[config.mk]
export PLATFORM = sky130hd
export DESIGN_NAME = preamble_gate
export DESIGN_NICKNAME = d
export VERILOG_FILES = /design/src/rtl/preamble_gate_pkg.sv /design/src/rtl/preamble_gate_ctrl.sv /design/src/rtl/preamble_gate_dp.sv /design/src/rtl/preamble_gate.sv
export SDC_FILE = /design/constraint.sdc
export NUM_CORES = 1
export LEC_CHECK = 0
export BUFFER_PORTS_ARGS = -buffer_cell sky130_fd_sc_hd__buf_2
export CAP_MARGIN = 20
export CORE_MARGIN = 3
export CORE_UTILIZATION = 50
export DETAILED_ROUTE_END_ITERATION = 12
export MAX_ROUTING_LAYER = met4
export PLACE_DENSITY = 0.76
export SYNTH_ARGS = -nofsm -noshare
export SYNTH_HDL_FRONTEND = slang
export SYNTH_SLANG_ARGS = --single-unit
export TNS_END_PERCENT = 50
[constraint.sdc]
create_clock -name clk -period 7.35 [get_ports clk]
set_input_delay 1.1025 -clock clk [delete_from_list [all_inputs] [get_ports clk]]
set_output_delay 1.1025 -clock clk [all_outputs]
set_load 0.05 [all_outputs]
[src/rtl/preamble_gate_pkg.sv]
package preamble_gate_pkg;

  localparam logic [127:0] TAG_CONST = 128'h2e900db007ab7eacce55c0dede7ec7ed;

  typedef enum logic [2:0] {
    ERR_NONE     = 3'd0,
    ERR_TAG      = 3'd1,
    ERR_ROLLBACK = 3'd2,
    ERR_LIFE     = 3'd3,
    ERR_SIZE     = 3'd4
  } errCode_e;

  typedef enum logic [1:0] {
    RULE_EQUAL,
    RULE_GREATER,
    RULE_DENY
  } ctrRule_e;

  typedef struct packed {
    logic loadSize;
    logic loadWord;
  } dpStrobe_t;

  // Lifecycle codes: 0..3, 5, 6 need equality; 4 and 7 are space grade;
  // 8 is end of life and 9..15 are unused.
  function automatic ctrRule_e ruleOf(input logic [3:0] lc);
    case (lc)
      4'd0, 4'd1, 4'd2, 4'd3, 4'd5, 4'd6: ruleOf = RULE_EQUAL;
      4'd4, 4'd7:                         ruleOf = RULE_GREATER;
      default:                            ruleOf = RULE_DENY;
    endcase
  endfunction

endpackage

[src/rtl/preamble_gate_ctrl.sv]
module preamble_gate_ctrl
  import preamble_gate_pkg::*;
#(
  parameter int IN_W   = 128,
  parameter int CNT_W  = 32,
  parameter int LANE_W = 2
) (
  input  logic            clk,
  input  logic            rstN,
  input  logic [3:0]      lifeCycle,
  input  logic [IN_W-1:0] storedCtr,
  input  logic            inValid,
  input  logic [IN_W-1:0] inData,
  input  logic            bufFull,
  input  logic            lastXfer,
  output logic            inReady,
  output dpStrobe_t       strobe,
  output logic [2:0]      errCode,
  output logic            passed
);

  typedef enum logic [2:0] {
    ST_CTR, ST_TAG, ST_SIZE, ST_BODY, ST_DONE, ST_FAIL
  } state_e;

  state_e   state, nextState;
  errCode_e errReg, nextErr;
  logic     accept;
  logic     sizeOk;
  ctrRule_e rule;

  assign inReady = (state == ST_BODY) ? !bufFull : 1'b1;
  assign accept  = inValid && inReady;
  assign rule    = ruleOf(lifeCycle);
  assign sizeOk  = (inData[LANE_W-1:0] == '0) &&
                   (inData[CNT_W-1:0] != '0) &&
                   (inData[IN_W-1:CNT_W] == '0);

  always_comb begin
    nextState = state;
    nextErr   = errReg;
    strobe    = '0;
    case (state)
      ST_CTR: if (accept) begin
        if (rule == RULE_DENY) begin
          nextState = ST_FAIL;
          nextErr   = ERR_LIFE;
        end else if ((rule == RULE_GREATER) ? (inData > storedCtr)
                                            : (inData == storedCtr)) begin
          nextState = ST_TAG;
        end else begin
          nextState = ST_FAIL;
          nextErr   = ERR_ROLLBACK;
        end
      end
      ST_TAG: if (accept) begin
        if (inData == IN_W'(TAG_CONST)) nextState = ST_SIZE;
        else begin
          nextState = ST_FAIL;
          nextErr   = ERR_TAG;
        end
      end
      ST_SIZE: if (accept) begin
        if (sizeOk) begin
          nextState       = ST_BODY;
          strobe.loadSize = 1'b1;
        end else begin
          nextState = ST_FAIL;
          nextErr   = ERR_SIZE;
        end
      end
      ST_BODY: begin
        if (accept)   strobe.loadWord = 1'b1;
        if (lastXfer) nextState = ST_DONE;
      end
      default: ;
    endcase
  end

  always_ff @(posedge clk) begin
    if (!rstN) begin
      state  <= ST_CTR;
      errReg <= ERR_NONE;
    end else begin
      state  <= nextState;
      errReg <= nextErr;
    end
  end

  assign errCode = errReg;
  assign passed  = (state == ST_DONE);


  fail_sticky_chk: assert property (@(posedge clk) disable iff (!rstN)
    (state == ST_FAIL) |=> (state == ST_FAIL) && $stable(errCode));

endmodule

[src/rtl/preamble_gate_dp.sv]
module preamble_gate_dp
  import preamble_gate_pkg::*;
#(
  parameter int IN_W  = 128,
  parameter int OUT_W = 32,
  parameter int CNT_W = 32,
  localparam int LANES  = IN_W / OUT_W,
  localparam int LANE_W = $clog2(LANES)
) (
  input  logic              clk,
  input  logic              rstN,
  input  dpStrobe_t         strobe,
  input  logic [IN_W-1:0]   inData,
  input  logic [LANE_W-1:0] padCount,
  input  logic              outReady,
  output logic              bufFull,
  output logic              outValid,
  output logic [OUT_W-1:0]  outData,
  output logic              outLast,
  output logic              lastXfer
);

  logic [IN_W-1:0]   wordReg;
  logic [LANE_W-1:0] laneIdx;
  logic [CNT_W-1:0]  realLeft;
  logic [OUT_W-1:0]  laneWord [LANES];
  logic              xfer;
  logic              finalWord;

  for (genvar i = 0; i < LANES; i++) begin : g_lane
    assign laneWord[i] = wordReg[IN_W-1-i*OUT_W -: OUT_W];
  end

  assign finalWord = (realLeft == CNT_W'(1));
  assign xfer      = bufFull && outReady;
  assign lastXfer  = xfer && finalWord;
  assign outValid  = bufFull;
  assign outData   = laneWord[laneIdx];
  assign outLast   = bufFull && finalWord;

  always_ff @(posedge clk) begin
    if (!rstN) begin
      wordReg  <= '0;
      laneIdx  <= '0;
      realLeft <= '0;
      bufFull  <= 1'b0;
    end else begin
      if (strobe.loadSize)
        realLeft <= inData[CNT_W-1:0] - CNT_W'(padCount);
      if (strobe.loadWord) begin
        wordReg <= inData;
        laneIdx <= '0;
        bufFull <= 1'b1;
      end else if (xfer) begin
        laneIdx  <= laneIdx + 1'b1;
        realLeft <= realLeft - 1'b1;
        if (finalWord || laneIdx == LANE_W'(LANES - 1)) bufFull <= 1'b0;
      end
    end
  end


  stall_hold_chk: assert property (@(posedge clk) disable iff (!rstN)
    (outValid && !outReady) |=> outValid && $stable(outData) && $stable(outLast));


  no_overwrite_chk: assert property (@(posedge clk) disable iff (!rstN)
    !(strobe.loadWord && bufFull));

endmodule

[src/rtl/preamble_gate.sv]
module preamble_gate
  import preamble_gate_pkg::*;
#(
  parameter int IN_W  = 128,
  parameter int OUT_W = 32,
  parameter int CNT_W = 32,
  localparam int LANE_W = $clog2(IN_W / OUT_W)
) (
  input  logic              clk,
  input  logic              rstN,
  input  logic [3:0]        lifeCycle,
  input  logic [IN_W-1:0]   storedCtr,
  input  logic [LANE_W-1:0] padCount,
  input  logic              inValid,
  input  logic [IN_W-1:0]   inData,
  output logic              inReady,
  output logic              outValid,
  output logic [OUT_W-1:0]  outData,
  output logic              outLast,
  input  logic              outReady,
  output logic [2:0]        errCode,
  output logic              passed
);

  dpStrobe_t strobe;
  logic      bufFull;
  logic      lastXfer;

  preamble_gate_ctrl #(.IN_W(IN_W), .CNT_W(CNT_W), .LANE_W(LANE_W)) u_ctrl (
    .clk(clk), .rstN(rstN), .lifeCycle(lifeCycle), .storedCtr(storedCtr),
    .inValid(inValid), .inData(inData), .bufFull(bufFull), .lastXfer(lastXfer),
    .inReady(inReady), .strobe(strobe), .errCode(errCode), .passed(passed)
  );

  preamble_gate_dp #(.IN_W(IN_W), .OUT_W(OUT_W), .CNT_W(CNT_W)) u_dp (
    .clk(clk), .rstN(rstN), .strobe(strobe), .inData(inData),
    .padCount(padCount), .outReady(outReady), .bufFull(bufFull),
    .outValid(outValid), .outData(outData), .outLast(outLast),
    .lastXfer(lastXfer)
  );


  err_quiet_chk: assert property (@(posedge clk) disable iff (!rstN)
    (errCode != 3'd0) |-> !outValid);


  pass_hold_chk: assert property (@(posedge clk) disable iff (!rstN)
    passed |=> passed && (errCode == 3'd0));

endmodule

==> run summary <==
The run finished with clean final reports. The endpoint of the worst hold path is u_dp.laneWord[83]. The logs give 7 for the total iterations of the first detailed-routing run and 51.5% for the effective utilization at floorplan. Count of fill cells added during filler insertion: 2139.

The die is 159 um tall. After floorplanning, the core was sized to cover 22800 sq um. Clock latency on the worst-skew pair, taken at its later pin, is 0.44 ns. In this run the critical register-to-register path is captured at u_dp.realLeft[12].

The global-route wire length before repair was 67800 um. The tools report the total standard cell area after synthesis as 11800 sq um. In this run, post-CTS repair resized a total of 0 instances.

For the pin with the worst max-slew slack, the measured transition is 0.917 ns. Measured in cells, the most critical reg-to-reg path has a length of 9. The fraction of synthesis flops using an asynchronous set or reset pin is 0%, and the per-cell via count in the routed design is 6.06. The sort of element at the start of the critical path is an input pin.

The setup TNS was 0 ns; the critical-path maximum fanout was 17. After clock tree synthesis, the setup repair step added 0 buffers. The number of nets with antenna violations after detailed routing is 0, and the per-instance average area after synthesis is 7.68 sq um. Ranked by total cell area, the synthesized netlist is headed by dfxtp_1, ha_1, nand2_1. The proportion of layout cells with a drive suffix above 1 was 22.2%.

The library cell with the largest summed area after synthesis was dfxtp_1. Once layout is complete, the utilization of the core stands at 61.7%. The reg-to-reg startpoint was u_ctrl.state[1]. The full die area is 25400 sq um, and the fraction of the yosys area taken by sequential cells is 28.8%. The run gives 0 as the post-detailed-route DRC marker count. Share of Yosys cell area claimed by the top area cell type: 28.8%. Setup repair after global routing left no endpoint under its margin. Starting DRC count in detailed routing: 1433. The number of global-route vias before repair came out at 12045. The tools report the number of H-tree branching levels as 4. The logs give 34800 um for the placed wire-length estimate after detailed placement and 13500 sq um for the instance area at placement.

Data on the critical path is required at its endpoint by 7.64 ns. Synthesis produced a netlist with a net count of 1932. The worst hold path was traced through 2 stages.

Final period demand of the worst path: 4.11 ns. The leakage power is 6.15 nW. The clock-pin transition on the worst setup and hold timing paths came out at 0.07 ns. The path class of the tightest hold or removal check is register to register.

In this run the deepest clock path goes through 2 buffers. TritonCTS created 17 clock buffers. Summing over every cut layer, the via total after detailed routing is 12861.

The final layout contains routed wiring with a total length of 44800 um. Aggregate global routing overflow: 0. The synthesis-to-finish area growth is 19.8%, and the worst-case headroom to the max-slew limit is 38.8%. The final count of pins violating max slew is 0, and the synthesis warning total is 0. The launch point of the worst hold path is u_dp.laneWord[83]. The tools report the largest net degree at the start of global routing as 84. For the count of endpoints failing hold in the final timing report, the log shows 0. For the finished layout cell area, the log shows 14100 sq um. The die is 159 um wide. The cell count after synthesis came out at 1532.

For the total number of clock tree sinks, the log shows 169. Initial antenna violation count: 1. TritonCTS built the clock tree. In the final design database the tool counted 2195 nets. Data on the critical path arrives at its endpoint at 4.41 ns. For the I/O pin count, the log shows 305. The tools report the cell at the root of the clock tree as clkbuf_16. For the slack of the worst reg-to-reg path, the log shows 4.31 ns. The sort of element at the end of the critical path is a register. Derived from the worst setup path, the maximum achievable clock frequency is 0.243 GHz.

The number of synthesized register bits was 169; the count of max-cap constraint violations was 0. The count of buffers added on input and output ports is 304. After detailed routing, the average wire length per cell comes to 21.1 um. The number of placement rows is 55, and the count of flip-flops with a built-in enable after synthesis is 0. For this run, the leading register cell type out of synthesis is dfxtp_1. The most common cell after layout, fill and taps aside is nand2_1.

The design draws 2.25 mW. Setup violations remaining at the end of the flow were counted as 0. The tools report the worst ir drop on vdd as 0.129 mV. The logs give 0.0114 ns for the setup skew after layout and 1.01 for the weighted congestion at the end of routability-driven global placement. The worst setup path is of the input pin to register kind.

The count of hold-fix buffers inserted at cts is 0, and the number of distinct library cell variants in the gate-level netlist after synthesis is 72. Final critical-path share of the clock period: 56.0%. The top cell types in the final layout, fill and taps aside, are nand2_1, buf_2, a21oi_1.

For the overall routing resource usage, the log shows 35.0%. The power density of the placed cells came out at 160 nW/um^2.
registers in the layout (all words and copies together), names as in the netlist:
| signal | cells |
|---|---|
| u_dp.laneIdx | 2 |
| u_dp.laneWord | 128 |
| u_dp.realLeft | 32 |
| u_dp.bufFull | 1 |
| u_ctrl.state | 3 |
| u_ctrl.errCode | 3 |
cell type report:
class / count / area (sq um) / area share, %
Clock inverter: 13 / 141 / 1.00
Clock buffer: 19 / 443 / 3.14
Sequential cell: 169 / 3380 / 24.0
Timing Repair Buffer: 313 / 1600 / 11.4
Multi-Input combinational cell: 1157 / 7600 / 54.0
Antenna cell: 2 / 5.00 / 0.0355
Inverter: 137 / 517 / 3.67
Tap cell: 313 / 392 / 2.78
routing by layer:
metal	global-route usage (%)	up-vias	routed length [um]
li1	-	5975	-
met1	46.3	5946	18200
met5	-	-	0
met4	12.5	0	1720
met2	55.2	827	20300
met3	4.71	113	4570
metrics by stage:
stage | setup WS, ns | std cells | hold slack, ns
2_1_floorplan | 3.99 | 1532 | 0.433
3_3_place_gp | 2.48 | 2087 | 0.438
3_5_place_dp | 2.63 | 2088 | 0.445
4_1_cts | 3.07 | 2120 | 0.455
5_1_grt | 3.20 | 2122 | 0.475
6_report | 3.24 | 2123 | 0.452
worst max-delay path: stages:
cell and delay [ns]:
buf_2 0.11, nor4_1 0.76, nand4_1 0.29, nor4_1 0.80
nand4_1 0.62, buf_8 0.36, nand3_1 0.08, o21ai_0 0.08
a21oi_1 0.12, nor2_1 0.05
where the power goes:
| part | switching [mW] | internal (mW) | leakage [nW] |
|---|---|---|---|
| clock | 0.408 | 0.514 | 0.286 |
| combinational | 0.246 | 0.153 | 4.50 |
| sequential | 0.00718 | 0.922 | 1.36 |
synth_stat cells, types with 3 or more instances:
| cell | number |
|---|---|
| a211oi_1 | 11 |
| a21oi_1 | 202 |
| or4_1 | 5 |
| a21o_1 | 16 |
| dfxtp_1 | 169 |
| ha_1 | 133 |
| nand3_1 | 30 |
| nor2b_1 | 10 |
| mux2i_1 | 4 |
| or3_1 | 15 |
| buf_2 | 7 |
| o211ai_1 | 8 |
| a22oi_1 | 4 |
| a31oi_1 | 10 |
| o21ai_0 | 33 |
| nor2_1 | 56 |
| nand2_1 | 335 |
| o31ai_1 | 3 |
| and2_1 | 3 |
| a221oi_1 | 3 |
| mux4_2 | 32 |
| o221a_2 | 3 |
| xnor2_1 | 17 |
| clkbuf_1 | 56 |
| nand4_1 | 58 |
| buf_1 | 3 |
| and4_1 | 3 |
| xor2_1 | 14 |
| inv_1 | 137 |
| or4_4 | 4 |
| clkbuf_2 | 3 |
| nor4_1 | 57 |
| nor3_1 | 35 |
cells by family after synthesis:
| kind of cell | Yosys count | synth area share (%) |
|---|---|---|
| and+or+nand+nor | 641 | 26.1 |
| AOI/OAI and AO/OA | 314 | 15.3 |
| buffers and inverters | 206 | 6.68 |
| DFF | 169 | 28.8 |
| adders and majority gates | 134 | 14.3 |
| muxes | 37 | 6.57 |
| xor gates and xnor gates | 31 | 2.31 |
worst max path at each step:
stage | startpoint | endpoint | slack, ns | cells after the start
final | inData[42] | u_dp.realLeft[12] | 3.24 | 10
after global routing | inData[42] | u_dp.realLeft[12] | 3.20 | 10
after CTS | inData[42] | u_dp.realLeft[30] | 3.07 | 9
after detailed placement | inData[42] | u_dp.realLeft[30] | 2.63 | 9
after global placement | inData[42] | u_dp.realLeft[28] | 2.48 | 9
after floorplan | storedCtr[119] | u_ctrl.errCode[0] | 3.99 | 10
Note: power is estimated with default switching activity, not from simulation.
